===== src/rtl/uart_trig_pkg.sv =====
package uart_trig_pkg;
  localparam int unsigned FIELD_W = 4;
  localparam int unsigned LEG_W   = 2;
  localparam int unsigned TH_W    = FIELD_W + LEG_W;
  localparam int unsigned CNT_W   = TH_W + 1;
  localparam int unsigned NUM_LEG = 1 << LEG_W;
  localparam int unsigned NUM_CH  = 2;

  typedef logic [NUM_LEG-1:0][TH_W-1:0] leg_table_t;

  // index 0 = code 0
  localparam leg_table_t RX_LEG_TABLE = {6'd60, 6'd56, 6'd16, 6'd8};
  localparam leg_table_t TX_LEG_TABLE = {6'd56, 6'd32, 6'd16, 6'd8};

  typedef struct packed {
    logic               fine;
    logic [FIELD_W-1:0] trig;
    logic [LEG_W-1:0]   leg;
  } chan_cfg_t;
endpackage


===== src/rtl/uart_trig_decode.sv =====
module uart_trig_decode
  import uart_trig_pkg::*;
#(
  parameter leg_table_t LEG_TABLE = RX_LEG_TABLE
) (
  input  chan_cfg_t       cfg_i,
  output logic [TH_W-1:0] thresh_o,
  output logic            bad_o
);
  logic [TH_W-1:0] fine_val;

  assign fine_val = {cfg_i.trig, cfg_i.leg};

  always_comb begin
    bad_o    = 1'b0;
    thresh_o = LEG_TABLE[cfg_i.leg];
    if (cfg_i.fine) begin
      if (fine_val == '0) begin
        thresh_o = TH_W'(1);
        bad_o    = 1'b1;
      end else begin
        thresh_o = fine_val;
      end
    end else if (cfg_i.trig != '0) begin
      thresh_o = {cfg_i.trig, {LEG_W{1'b0}}};
    end
  end
endmodule


===== src/rtl/uart_trig_chan.sv =====
module uart_trig_chan
  import uart_trig_pkg::*;
#(
  parameter leg_table_t LEG_TABLE = RX_LEG_TABLE
) (
  input  logic               clk_i,
  input  logic               rst_ni,
  input  logic               srst_i,
  input  logic               enable_i,
  input  chan_cfg_t          cfg_i,
  input  logic [CNT_W-1:0]   level_i,
  output logic [TH_W-1:0]    thresh_o,
  output logic [FIELD_W-1:0] field_o,
  output logic               bad_o,
  output logic               req_o
);
  localparam logic [TH_W-1:0] RST_TH = LEG_TABLE[0];

  logic [TH_W-1:0]    thresh_d, thresh_q;
  logic [FIELD_W-1:0] field_q;

  uart_trig_decode #(.LEG_TABLE(LEG_TABLE)) u_dec (
    .cfg_i    (cfg_i),
    .thresh_o (thresh_d),
    .bad_o    (bad_o)
  );

  always_ff @(posedge clk_i or negedge rst_ni) begin
    if (!rst_ni) begin
      thresh_q <= RST_TH;
      field_q  <= '0;
    end else if (srst_i) begin
      thresh_q <= RST_TH;
      field_q  <= '0;
    end else begin
      thresh_q <= thresh_d;
      field_q  <= cfg_i.trig;
    end
  end

  assign thresh_o = thresh_q;
  assign field_o  = field_q;
  assign req_o    = enable_i && (level_i >= {1'b0, thresh_q});
endmodule


===== src/rtl/uart_trig_thresh.sv =====
module uart_trig_thresh
  import uart_trig_pkg::*;
(
  input  logic               clk_i,
  input  logic               rst_ni,
  input  logic               srst_i,
  input  logic               enable_i,
  input  logic [FIELD_W-1:0] rx_trig_i,
  input  logic [LEG_W-1:0]   rx_leg_i,
  input  logic               rx_fine_i,
  input  logic [FIELD_W-1:0] tx_trig_i,
  input  logic [LEG_W-1:0]   tx_leg_i,
  input  logic               tx_fine_i,
  input  logic [CNT_W-1:0]   rx_count_i,
  input  logic [CNT_W-1:0]   tx_space_i,
  output logic [TH_W-1:0]    rx_thresh_o,
  output logic [TH_W-1:0]    tx_thresh_o,
  output logic               rx_req_o,
  output logic               tx_req_o,
  output logic               cfg_err_o,
  output logic [15:0]        trig_word_o
);
  localparam int unsigned RSVD_W = 16 - NUM_CH * FIELD_W;

  chan_cfg_t                        cfg   [NUM_CH];
  logic [CNT_W-1:0]                 level [NUM_CH];
  logic [TH_W-1:0]                  thr   [NUM_CH];
  logic [FIELD_W-1:0]               fld   [NUM_CH];
  logic [NUM_CH-1:0]                bad, req;
  logic                             err_q;

  // channel 0 = receive, channel 1 = transmit
  assign cfg[0]   = '{fine: rx_fine_i, trig: rx_trig_i, leg: rx_leg_i};
  assign cfg[1]   = '{fine: tx_fine_i, trig: tx_trig_i, leg: tx_leg_i};
  assign level[0] = rx_count_i;
  assign level[1] = tx_space_i;

  for (genvar g = 0; g < NUM_CH; g++) begin : g_ch
    uart_trig_chan #(
      .LEG_TABLE(g == 0 ? RX_LEG_TABLE : TX_LEG_TABLE)
    ) u_ch (
      .clk_i    (clk_i),
      .rst_ni   (rst_ni),
      .srst_i   (srst_i),
      .enable_i (enable_i),
      .cfg_i    (cfg[g]),
      .level_i  (level[g]),
      .thresh_o (thr[g]),
      .field_o  (fld[g]),
      .bad_o    (bad[g]),
      .req_o    (req[g])
    );
  end

  always_ff @(posedge clk_i or negedge rst_ni) begin
    if (!rst_ni)     err_q <= 1'b0;
    else if (srst_i) err_q <= 1'b0;
    else             err_q <= err_q | (|bad);
  end

  assign rx_thresh_o = thr[0];
  assign tx_thresh_o = thr[1];
  assign rx_req_o    = req[0];
  assign tx_req_o    = req[1];
  assign cfg_err_o   = err_q;
  assign trig_word_o = {{RSVD_W{1'b0}}, fld[0], fld[1]};
endmodule


===== config.mk =====
export PLATFORM = sky130hd
export DESIGN_NAME = uart_trig_thresh
export DESIGN_NICKNAME = d
export VERILOG_FILES = /design/src/rtl/uart_trig_pkg.sv /design/src/rtl/uart_trig_decode.sv /design/src/rtl/uart_trig_chan.sv /design/src/rtl/uart_trig_thresh.sv
export SDC_FILE = /design/constraint.sdc
export NUM_CORES = 1
export LEC_CHECK = 0
export BUFFER_PORTS_ARGS = -buffer_cell sky130_fd_sc_hd__buf_2
export CAP_MARGIN = 40
export CORE_MARGIN = 4
export CORE_UTILIZATION = 38
export CTS_BUF_LIST = sky130_fd_sc_hd__clkbuf_8
export DETAILED_ROUTE_END_ITERATION = 7
export MAX_ROUTING_LAYER = met4
export PLACE_DENSITY = 0.68
export SYNTH_ARGS = -nofsm -noshare
export SYNTH_HDL_FRONTEND = slang
export SYNTH_HIERARCHICAL = 1
export SYNTH_SLANG_ARGS = --single-unit

===== constraint.sdc =====
create_clock -name clk_i -period 3.3 [get_ports clk_i]
set_input_delay 0.66 -clock clk_i [delete_from_list [all_inputs] [get_ports clk_i]]
set_output_delay 0.66 -clock clk_i [all_outputs]
set_load 0.05 [all_outputs]

==> results.py <==
metrics = {
    "logic_synthesis": {
        "synth_cells": 122,
        "avgSynthCellArea_um2": 10.3,
        "ys_types": 29,
        "ys_warn_count": 6,
        "syn-cell-area_mm2": 0.00126,
        "synth-seq-cells": 21,
        "synth_seq_area_share_pct": 42.0,
    },
    "timing": {
        "fin_crit_ns": 2.72,
        "worst_pin_slew_ns": 0.487,
        "tns_ns": 0,
        "finalHoldViolations": 0,
        "slew_headroom_pct": 67.3,
        "finClkSkew_ns": 0,
        "slew_viol_final": 0,
        "fin_crit_sh_pct": 82.3,
        "max_freq_ghz": 0.368,
        "setup_viol": 0,
        "rsz0062_at_grt": "false",
    },
    "power": {
        "pwr-share-clk_pct": 26.0,
        "power_uw": 614,
        "power_density_mw_per_mm2": 386,
        "p_int_uw": 410,
        "p_sw_uw": 204,
        "sw_frac_of_total_pct": 33.2,
        "pwr-share-comb_pct": 29.1,
        "irDropWorstVdd_v": 0.000158,
        "p_leak_uw": 0.000872,
        "power_frac_seq_pct": 44.9,
    },
    "clock_tree": {
        "clk_pin_slew_ns": 0.07,
        "cts-root-buf": "clkbuf_8",
        "cts_tree": "done",
        "cts_buffer_depth": 2,
        "cts_buffers": 3,
        "postCtsHoldBufs": 0,
        "cts.sinks": 21,
        "cts_resized": 0,
        "clk-insertion-delay-late_ns": 0.25,
        "h-tree-depth": 1,
        "post_cts_buffers": 0,
    },
    "run": {
        "maxCapViolCount": 0,
    },
    "drt": {
        "wirelength_mm": 2.51,
        "vias": 991,
        "drc": 0,
        "first_iter_violations": 15,
        "first_pass_iters": 4,
        "ant_nets": 0,
        "via_per_inst": 4.46,
        "wire_per_inst_um": 11.3,
    },
    "final_layout": {
        "final_nets": 224,
        "drive_above_1_share_pct": 41.0,
        "diodes": 0,
        "area_delta_synth_final_pct": 26.6,
        "finalNonFillerCells": 222,
        "fin_util_pct": 51.2,
    },
    "floorplanning": {
        "rows": 20,
        "die-area_mm2": 0.00429,
        "die_h_um": 65.5,
        "io_pins": 63,
        "fp.coreArea_mm2": 0.00310,
        "die_w_um": 65.5,
        "initial_core_util_pct": 40.5,
    },
    "critical_path": {
        "r2r_cells": 2,
        "cp-end-kind": "primary output",
        "r2r-start": "cfg_err_o",
        "path_class": "in -> out",
        "critPathCapture": "rx_req_o",
        "cp.arrival_ns": 2.06,
        "r2r-end": "cfg_err_o",
        "crit_required_ns": 2.64,
        "critical_path.startpoint": "rx_count_i[0]",
        "regToRegSetupSlack_ns": 2.58,
        "start_kind": "primary input",
        "path_max_fanout": 1,
    },
    "grt": {
        "grt-ovfl-total": 0,
        "grt_pass1_wl_mm": 4.11,
        "grt_max_degree": 22,
        "grt_pass1_vias": 998,
        "grt_usage_pct": 12.3,
        "antenna_found_initial": 0,
    },
    "placement": {
        "dpl.hpwl_mm": 2.17,
        "routabilityCongestion": 0.748,
        "dp.cells": 218,
        "port_buffers": 54,
    },
    "hold_path": {
        "hp-class": "in -> async",
    },
    "run_status": {
        "status": "completed",
    },
}
## cell usage after synthesis
| cell | n | area share (%) |
|---|---|---|
| a2111oi_2 | 2 | 2.4 |
| a211o_1 | 2 | 1.4 |
| a21o_1 | 2 | 1.2 |
| a21oi_1 | 1 | 0.40 |
| a31o_2 | 4 | 2.8 |
| a41o_1 | 1 | 0.80 |
| and2_1 | 2 | 1.0 |
| and3_1 | 1 | 0.50 |
| buf_4 | 8 | 4.8 |
| clkbuf_1 | 1 | 0.30 |
| conb_1 | 1 | 0.30 |
| dfrtp_1 | 19 | 38 |
| dfstp_2 | 2 | 4.2 |
| ha_1 | 13 | 13 |
| inv_1 | 17 | 5.1 |
| nand2_1 | 2 | 0.60 |
| nand2b_1 | 2 | 1.0 |
| nand2b_4 | 2 | 2.2 |
| nor2_1 | 3 | 0.90 |
| nor2b_1 | 18 | 9.0 |
| nor3_1 | 7 | 2.8 |
| nor4_1 | 2 | 1.0 |
| nor4_2 | 1 | 1.0 |
| o211ai_1 | 2 | 1.2 |
| o21a_1 | 2 | 1.2 |
| o21ai_0 | 1 | 0.40 |
| o31ai_2 | 1 | 1.0 |
| or2_2 | 2 | 1.0 |
| or4_4 | 1 | 0.90 |
## stage by stage
stage	hold slack (ns)	area, µm²	setup slack [ns]
finish	0.334	1590	0.583
floorplan	0.364	1280	0.767
global placement	0.478	1540	0.632
global route	0.366	1590	0.490
detailed placement	0.528	1540	0.582
CTS	0.352	1590	0.573
## layout by cell type, fill, tap and decap left out
cell type / n
a2111oi_2: 2
a211o_1: 2
a21o_1: 2
a21oi_1: 1
a31o_2: 4
a41o_1: 1
and2_1: 2
and3_1: 1
buf_2: 54
clkbuf_8: 3
clkinv_2: 1
conb_1: 8
dfrtp_1: 19
dfstp_2: 2
ha_1: 13
inv_1: 17
nand2_1: 2
nand2b_1: 2
nand2b_4: 2
nor2_1: 3
nor2b_1: 18
nor3_1: 7
nor4_1: 2
nor4_2: 1
o211ai_1: 2
o21a_1: 2
o21ai_0: 1
o31ai_2: 1
or2_2: 2
or4_4: 1
## power groups by stage
stage | Clock [µW] | Combinational [µW] | Sequential [µW]
after global routing | 182 | 194 | 277
after floorplan | 0 | 84.7 | 325
after CTS | 164 | 181 | 276
final | 159 | 179 | 276
after detailed placement | 0 | 180 | 280
after global placement | 0 | 176 | 280
## logic make-up (layout without fill, tap and decap cells)
| kind of cell | after synthesis | count (layout) | synth area share (%) |
|---|---|---|---|
| adders and majority gates | 13 | 13 | 12.9 |
| DFF | 21 | 21 | 42.0 |
| other | 1 | 8 | 0.299 |
| buffers and inverters | 26 | 75 | 10.2 |
| AOI/OAI and AO/OA | 18 | 18 | 12.7 |
| and+or+nand+nor | 43 | 43 | 21.8 |
## area by class of cell
cell class | count | area (µm²)
well taps | 44 | 55.1
multi-input cells | 82 | 627
clock buffers | 3 | 41.3
clock inverters | 1 | 5.00
repair buffers | 54 | 270
fillers | 314 | 1510
flip-flops and latches | 21 | 528
inverters | 17 | 63.8
## per-layer routing
| metal | up-vias | GRT usage [%] | routed length (µm) |
|---|---|---|---|
| met5 | - | - | 0 |
| met4 | 0 | 4.66 | 40 |
| met3 | 4 | 1.88 | 150 |
| met2 | 33 | 23.3 | 1310 |
| met1 | 445 | 12.8 | 1010 |
| li1 | 509 | - | - |
## worst min path at each step
stage | startpoint | to | slack [ns] | cells after the start
floorplan | rst_ni | cfg_err_o | 0.36 | 0
global placement | cfg_err_o | cfg_err_o | 0.48 | 2
detailed placement | cfg_err_o | cfg_err_o | 0.53 | 2
CTS | rst_ni | g_ch[1].u_ch/field_o[2] | 0.35 | 1
global route | rst_ni | g_ch[1].u_ch/field_o[1] | 0.37 | 1
finish | rst_ni | g_ch[1].u_ch/field_o[2] | 0.33 | 1
## critical path: stages
cell and delay, ns:
buf_2 0.07, inv_1 0.03, ha_1 0.29, nand2b_4 0.14, a2111oi_2 0.36, nor3_1 0.10, o21a_1 0.19, buf_2 0.20
## state kept, by name, summed over array words and instances, names as in the netlist
signal,count
g_ch.u_ch/thresh_o,12
g_ch.u_ch/field_o,8
cfg_err_o,1
No activity file was read; power rests on OpenSTA's default activity.
